### config.mk
export PLATFORM = sky130hd
export DESIGN_NAME = cmdbuf_fifo
export DESIGN_NICKNAME = d
export VERILOG_FILES = /design/src/rtl/cmdbuf_pkg.sv /design/src/rtl/cmdbuf_store.sv /design/src/rtl/cmdbuf_level.sv /design/src/rtl/cmdbuf_irq.sv /design/src/rtl/cmdbuf_fifo.sv
export SDC_FILE = /design/constraint.sdc
export NUM_CORES = 1
export LEC_CHECK = 0
export ABC_AREA = 1
export BUFFER_PORTS_ARGS = -buffer_cell sky130_fd_sc_hd__buf_4
export CAP_MARGIN = 5
export CORE_MARGIN = 5
export CORE_UTILIZATION = 43
export DETAILED_ROUTE_END_ITERATION = 7
export GPL_ROUTABILITY_DRIVEN = 0
export HOLD_SLACK_MARGIN = 0.12
export PLACE_DENSITY = 0.58
export REMOVE_ABC_BUFFERS = 1
export SYNTH_ARGS = -nofsm -noshare
export SYNTH_HDL_FRONTEND = slang
export SYNTH_SLANG_ARGS = --single-unit
export TNS_END_PERCENT = 5
### constraint.sdc
create_clock -name clk -period 3 [get_ports clk]
set_input_delay 0.15 -clock clk [delete_from_list [all_inputs] [get_ports clk]]
set_output_delay 0.15 -clock clk [all_outputs]
set_load 0.005 [all_outputs]
### src/rtl/cmdbuf_pkg.sv
package cmdbuf_pkg;

    // Fill-level zones tracked by the level state machine.
    typedef enum logic [1:0] {
        Z_EMPTY = 2'd0,
        Z_LOW   = 2'd1,
        Z_MID   = 2'd2,
        Z_FULL  = 2'd3
    } zone_e;

    // Zone of a given byte count.
    function automatic zone_e zone_of(input int unsigned cnt,
                                      input int unsigned depth,
                                      input int unsigned low_mark);
        zone_e z;
        if (cnt == 0)
            z = Z_EMPTY;
        else if (cnt < low_mark)
            z = Z_LOW;
        else if (cnt < depth)
            z = Z_MID;
        else
            z = Z_FULL;
        return z;
    endfunction

endpackage

### src/rtl/cmdbuf_store.sv
module cmdbuf_store #(
    parameter int DEPTH = 16,
    parameter int WIDTH = 8,
    localparam int AW = $clog2(DEPTH)
) (
    input  logic             clk,
    input  logic             rst_n,
    input  logic             wake,
    input  logic             push,
    input  logic [WIDTH-1:0] push_data,
    input  logic             pop,
    output logic [WIDTH-1:0] pop_data
);

    logic [WIDTH-1:0] slots [DEPTH];
    logic [AW-1:0]    head_q;
    logic [AW-1:0]    tail_q;

    // Pointers: the head addresses the oldest byte, the tail the next free slot.
    always_ff @(posedge clk or negedge rst_n) begin
        if (!rst_n) begin
            head_q <= '0;
            tail_q <= '0;
        end else if (wake) begin
            head_q <= '0;
            tail_q <= '0;
        end else begin
            if (push)
                tail_q <= (tail_q == AW'(DEPTH - 1)) ? '0 : tail_q + 1'b1;
            if (pop)
                head_q <= (head_q == AW'(DEPTH - 1)) ? '0 : head_q + 1'b1;
        end
    end

    // Storage has no reset; only written slots are ever read.
    generate
        for (genvar g = 0; g < DEPTH; g++) begin : g_slot
            always_ff @(posedge clk) begin
                if (push && !wake && tail_q == AW'(g))
                    slots[g] <= push_data;
            end
        end
    endgenerate

    // Output register: updates only on an accepted pop.
    always_ff @(posedge clk or negedge rst_n) begin
        if (!rst_n)
            pop_data <= '0;
        else if (pop && !wake)
            pop_data <= slots[head_q];
    end

endmodule

### src/rtl/cmdbuf_level.sv
module cmdbuf_level
    import cmdbuf_pkg::*;
#(
    parameter int DEPTH    = 16,
    parameter int LOW_MARK = DEPTH / 4,
    localparam int CW = $clog2(DEPTH) + 1
) (
    input  logic          clk,
    input  logic          rst_n,
    input  logic          wake,
    input  logic          push,
    input  logic          pop,
    output logic [CW-1:0] level,
    output logic          empty,
    output logic          full,
    output logic          low_evt
);

    zone_e         zone_q;
    zone_e         zone_d;
    logic [CW-1:0] level_d;

    // Next count.
    always_comb begin
        level_d = level;
        if (wake)
            level_d = '0;
        else if (push && !pop)
            level_d = level + 1'b1;
        else if (pop && !push)
            level_d = level - 1'b1;
        zone_d = zone_of(int'(level_d), DEPTH, LOW_MARK);
    end

    // State register: count and zone.
    always_ff @(posedge clk or negedge rst_n) begin
        if (!rst_n) begin
            level  <= '0;
            zone_q <= Z_EMPTY;
        end else begin
            level  <= level_d;
            zone_q <= zone_d;
        end
    end

    // Outputs from the zone state.
    always_comb begin
        empty   = 1'b0;
        full    = 1'b0;
        low_evt = 1'b0;
        unique case (zone_q)
            Z_EMPTY: empty = 1'b1;
            Z_LOW:   ;
            Z_MID:   low_evt = (zone_d == Z_LOW) && !wake;
            Z_FULL:  full = 1'b1;
            default: ;
        endcase
    end


    level_bound_chk: assert property (@(posedge clk) disable iff (!rst_n)
        level <= CW'(DEPTH));


    empty_full_excl_chk: assert property (@(posedge clk) disable iff (!rst_n)
        !(empty && full));


    wake_empties_chk: assert property (@(posedge clk) disable iff (!rst_n)
        wake |=> (level == '0) && empty);

endmodule

### src/rtl/cmdbuf_irq.sv
module cmdbuf_irq (
    input  logic clk,
    input  logic rst_n,
    input  logic wake,
    input  logic low_evt,
    input  logic ovf_evt,
    input  logic clr_low,
    input  logic clr_ovf,
    output logic low_flag,
    output logic ovf_flag,
    output logic irq
);

    // Sticky flags: an event in the same cycle as its clear keeps the flag set.
    always_ff @(posedge clk or negedge rst_n) begin
        if (!rst_n) begin
            low_flag <= 1'b0;
            ovf_flag <= 1'b0;
        end else if (wake) begin
            low_flag <= 1'b0;
            ovf_flag <= 1'b0;
        end else begin
            if (low_evt)
                low_flag <= 1'b1;
            else if (clr_low)
                low_flag <= 1'b0;
            if (ovf_evt)
                ovf_flag <= 1'b1;
            else if (clr_ovf)
                ovf_flag <= 1'b0;
        end
    end

    assign irq = low_flag | ovf_flag;


    ovf_sticky_chk: assert property (@(posedge clk) disable iff (!rst_n)
        (ovf_flag && !clr_ovf && !wake) |=> ovf_flag);


    low_sticky_chk: assert property (@(posedge clk) disable iff (!rst_n)
        (low_flag && !clr_low && !wake) |=> low_flag);

endmodule

### src/rtl/cmdbuf_fifo.sv
module cmdbuf_fifo #(
    parameter int DEPTH    = 16,
    parameter int WIDTH    = 8,
    parameter int LOW_MARK = DEPTH / 4,
    localparam int CW = $clog2(DEPTH) + 1
) (
    input  logic             clk,
    input  logic             rst_n,
    input  logic             wake,
    input  logic             wr_en,
    input  logic [WIDTH-1:0] wr_data,
    input  logic             rd_en,
    output logic [WIDTH-1:0] rd_data,
    output logic [CW-1:0]    fill_level,
    output logic             buf_empty,
    output logic             buf_full,
    input  logic             clr_low,
    input  logic             clr_ovf,
    output logic             low_flag,
    output logic             ovf_flag,
    output logic             irq
);

    logic pop_go;
    logic push_go;
    logic ovf_evt;
    logic low_evt;

    // Acceptance: a pop needs data; a push needs room or a same-cycle pop.
    assign pop_go  = rd_en && !buf_empty && !wake;
    assign push_go = wr_en && (!buf_full || pop_go) && !wake;
    assign ovf_evt = wr_en && buf_full && !pop_go && !wake;

    cmdbuf_store #(.DEPTH(DEPTH), .WIDTH(WIDTH)) i_store (
        .clk       (clk),
        .rst_n     (rst_n),
        .wake      (wake),
        .push      (push_go),
        .push_data (wr_data),
        .pop       (pop_go),
        .pop_data  (rd_data)
    );

    cmdbuf_level #(.DEPTH(DEPTH), .LOW_MARK(LOW_MARK)) i_level (
        .clk     (clk),
        .rst_n   (rst_n),
        .wake    (wake),
        .push    (push_go),
        .pop     (pop_go),
        .level   (fill_level),
        .empty   (buf_empty),
        .full    (buf_full),
        .low_evt (low_evt)
    );

    cmdbuf_irq i_irq (
        .clk      (clk),
        .rst_n    (rst_n),
        .wake     (wake),
        .low_evt  (low_evt),
        .ovf_evt  (ovf_evt),
        .clr_low  (clr_low),
        .clr_ovf  (clr_ovf),
        .low_flag (low_flag),
        .ovf_flag (ovf_flag),
        .irq      (irq)
    );


    ovf_hold_chk: assert property (@(posedge clk) disable iff (!rst_n)
        (wr_en && !rd_en && buf_full && !wake) |=> $stable(fill_level) && ovf_flag);


    empty_pop_chk: assert property (@(posedge clk) disable iff (!rst_n)
        (rd_en && !wr_en && buf_empty && !wake) |=> $stable(rd_data) && buf_empty);


    low_cross_chk: assert property (@(posedge clk) disable iff (!rst_n)
        $rose(low_flag) |-> (fill_level == CW'(LOW_MARK - 1)) && ($past(fill_level) == CW'(LOW_MARK)));


    both_hold_chk: assert property (@(posedge clk) disable iff (!rst_n)
        (wr_en && rd_en && !buf_empty && !wake) |=> $stable(fill_level));

endmodule

==> results.txt <==
- Once placement completed, the tool counted placed cells totaling 752.
- Area post-placement: 0.00691 mm2
- Post-synth ARST share: 16.3%
- Counting flops with a built-in enable in the synthesized netlist gives 128.
- Number of max-cap violations: 0
- Total of flip-flops plus latches after synthesis: 153
- The first global-routing pass estimated 24.9 mm of wire.
* Total power consumption of the routed design: 5.83 mW
- Post-route fraction of the period consumed by the critical path: 79.4%
- DIE AREA: 0.0176 mm2
- Number of buffers added on ports: 32
- Vias per cell: 5.58
* Total length of routed met2 wires: 7.53 mm
- The final-report hold violation count came to 0.
- Across the routed clock network, the largest skew measured is 0.00581 ns.
- Final design area excluding fillers: 0.00766 mm2
* Worst reg2reg setup slack: 0.76 ns
- Die outline height: 133 um
* Number of diodes added for antenna fixing: 0
- The first TritonRoute pass finished after 5 iterations.
- Cell breakdown of the critical path: dlygate4sd3_1 > buf_4 > inv_2 > nand3_4 > nand2_1 > inv_2 > nor2_2 > nand2_2 > inv_2 > nand2_2 > nor2_1
* Antenna violations before repair: 0
- Counting both buffers and inverters, the worst setup path holds a total of 5.
- After legalization and detailed placement, the total HPWL measured 10.6 mm.
- Measured against its own limit, the worst slew margin works out to 52.5%.
- The worst setup path is launched from a primary input.
- The clock reaches the later pin of the worst-skew pair after 0.42 ns.
* Row count: 44
- The count of nets left with antenna violations once routing finished came out at 0.
* Yosys warns: 0
* First-iteration detailed-routing DRC count: 524
- Among all stages on the critical path, the largest delay is contributed by dlygate4sd3_1.
- Worst EP required: 3.06 ns
- After clock tree synthesis, the clock-pin slew on the worst setup and hold paths is 0.06 ns.
* Avg WL per Cell: 20.4 um
- Cell type group with the largest total delay on the critical path: simple AND/OR/NAND/NOR gates
- Root buf cell: clkbuf_16
- Routed met1 length: 7.11 mm
- Among the stages of the critical path, the cell type that occurs most often is inv_2.
- Final standard cell count with taps included and fillers excluded: 798
- The tightest hold path in the finished design has a slack of 0.167 ns.
- Summing over every cut layer, the via total after detailed routing is 4455.
* Critical path endpoint category: flop
- After detailed routing, the met3 layer carries 1.22 mm of wire.
* Max Slew Vio Count: 0
* Largest fanout on the critical path: 12
- For the pin with the worst max-slew slack, the measured transition is 0.710 ns.
* Most used DFF post-synth: edfxtp_1
* Top Ports: 33
- Mapped cell area: 0.00648 mm2
- The die is 133 um wide.
* TritonCTS Sinks: 153
* Vias in the first global route: 4306
- The post-route netlist has 15.6% of its cells at a drive strength greater than 1.
- Residual DRC: 0
- Leaving out fill and tap cells, the most frequent cell in the layout is edfxtp_1.
- The startpoint identified for the worst register-to-register timing path is i_level.zone_q[0].
- Power per unit of standard cell area: 762 mW/mm2
- Register area share after synthesis: 69.0%
- The flow ran to the end, and the final reports show no timing, DRC or antenna violations.
* Maximum number of pins on one net before global-route repair: 67
* Unique cell type count in the Yosys netlist: 34
- Summed over all failing endpoints, the final setup total negative slack is 0 ns.
* Critical path start-end classification: in2reg
* R2r worst-path depth: 10
- Maximum root-to-sink buffer count: 2
- In this design, the stage delay of the slowest critical-path cell is 0.54 ns.
- For this run the aggregate overflow at the end of global routing stands at 0.
* Post-Syn Instances: 553
- Min-Delay Path Class: in2async
* Overall routing resource usage: 18.9%
* Highest-count cells in the layout ignoring fill and taps: edfxtp_1, nor2_1, o21ai_0
* Number of buffers created by CTS: 17
- Worst path arrival time: 2.44 ns
* CTS tree: done
* Avg Cell Area, Syn: 11.7 um2
- Routed signal wires occupy layers up through met4.
- Relative to the synthesized area, the layout overhead comes to 18.1%.
- For this block, the routed nets add up to 16.3 mm of wire.
* Maximum vdd ir drop: 0.362 mV
- The floorplan step defined a core boundary enclosing 0.0146 mm2.
- Minimum period implied by the final worst setup slack: 2.38 ns
- For this run, the post-layout net count is 623.
* Highest attainable clock frequency: 420 MHz
* Reg2Reg Capture Point: i_store.slots[0][3]
- CTS built an H-tree with a depth of 4.
- Final setup violating endpoints: 0
- Buffers added to address setup during post-CTS repair amount to 0.
- Starting Density: 44.3%
- Unrepaired setup endpoints after global routing: false
* Leakage: 2.84 nW
-- layer usage --
layer  vias up  track usage (%)
met5         -                0
met4         0             7.68
met3        33             5.09
met2       210             29.0
met1      2138             25.7
li1       2074                -
-- cells by family after synthesis --
logic type,share of synthesized area (%)
compound gates,11.1
xor+xnor,0.811
fa+ha+maj,1.35
buf+inv,3.84
flops,69.0
simple gates,13.9
-- synth_stat cells, types with 2 or more instances --
library cell | number | area share, %
o22ai_1 | 11 | 1.1
nor2_1 | 94 | 5.4
a21oi_1 | 3 | 0.23
nor2_2 | 5 | 0.48
o221ai_1 | 14 | 1.9
inv_2 | 8 | 0.46
nand3_1 | 27 | 2.1
o21ai_1 | 2 | 0.15
o211ai_1 | 18 | 2.1
nand2_1 | 64 | 3.7
clkbuf_2 | 2 | 0.15
inv_1 | 21 | 1.2
xnor2_1 | 2 | 0.27
dfrtp_1 | 25 | 9.7
xor2_1 | 4 | 0.54
o21ai_0 | 69 | 5.3
ha_1 | 7 | 1.4
nor3_1 | 4 | 0.31
buf_2 | 14 | 1.1
nand2_2 | 7 | 0.68
edfxtp_1 | 128 | 59
clkbuf_1 | 12 | 0.69
-- cell type report --
cell class | count | area (um2)
Multi-Input combinational cell | 341 | 1760
Clock buffer | 21 | 440
Fill cell | 1240 | 6990
Clock inverter | 11 | 170
Tap cell | 184 | 230
Inverter | 30 | 113
Sequential cell | 153 | 4470
Timing Repair Buffer | 58 | 470
-- sequential cells by signal, indices dropped and copies added (netlist names) --
name,cells
i_level.level,5
i_store.tail_q,4
i_irq.low_flag,1
i_irq.ovf_flag,1
i_store.slots,128
i_store.pop_data,8
i_store.head_q,4
i_level.zone_q,2
-- stage by stage --
step / utilization, % / worst slack [ns]
6_report: 52.3 / 0.617
2_1_floorplan: - / 0.0880
4_1_cts: 52.3 / 0.602
3_3_place_gp: 47.2 / 0.838
5_1_grt: 52.3 / 0.449
3_5_place_dp: 47.2 / 0.737
-- report_power, final --
part	leakage, nW	internal [mW]	switching, mW
clock	0.291	1.39	0.809
combinational	1.07	0.399	0.730
sequential	1.48	2.42	0.0843
total	2.84	4.21	1.62
-- worst max path at each step --
stage / startpoint / end / slack, ns / depth (start not counted)
3_3_place_gp: i_level.zone_q[1] / i_store.slots[8][4] / 0.84 / 10
3_5_place_dp: wake / i_store.slots[0][1] / 0.74 / 10
2_1_floorplan: i_store.head_q[0] / i_store.pop_data[0] / 0.09 / 7
5_1_grt: wake / i_store.slots[8][4] / 0.45 / 11
6_report: wake / i_store.slots[0][3] / 0.62 / 11
4_1_cts: wake / i_store.slots[0][3] / 0.60 / 11
-- repair_timing --
item / in CTS / in global routing
hold endpoints to repair: 156 / 0
resized for setup: 0 / 0
hold buffers: 14 / 0
(Power assumes the default switching activity.)
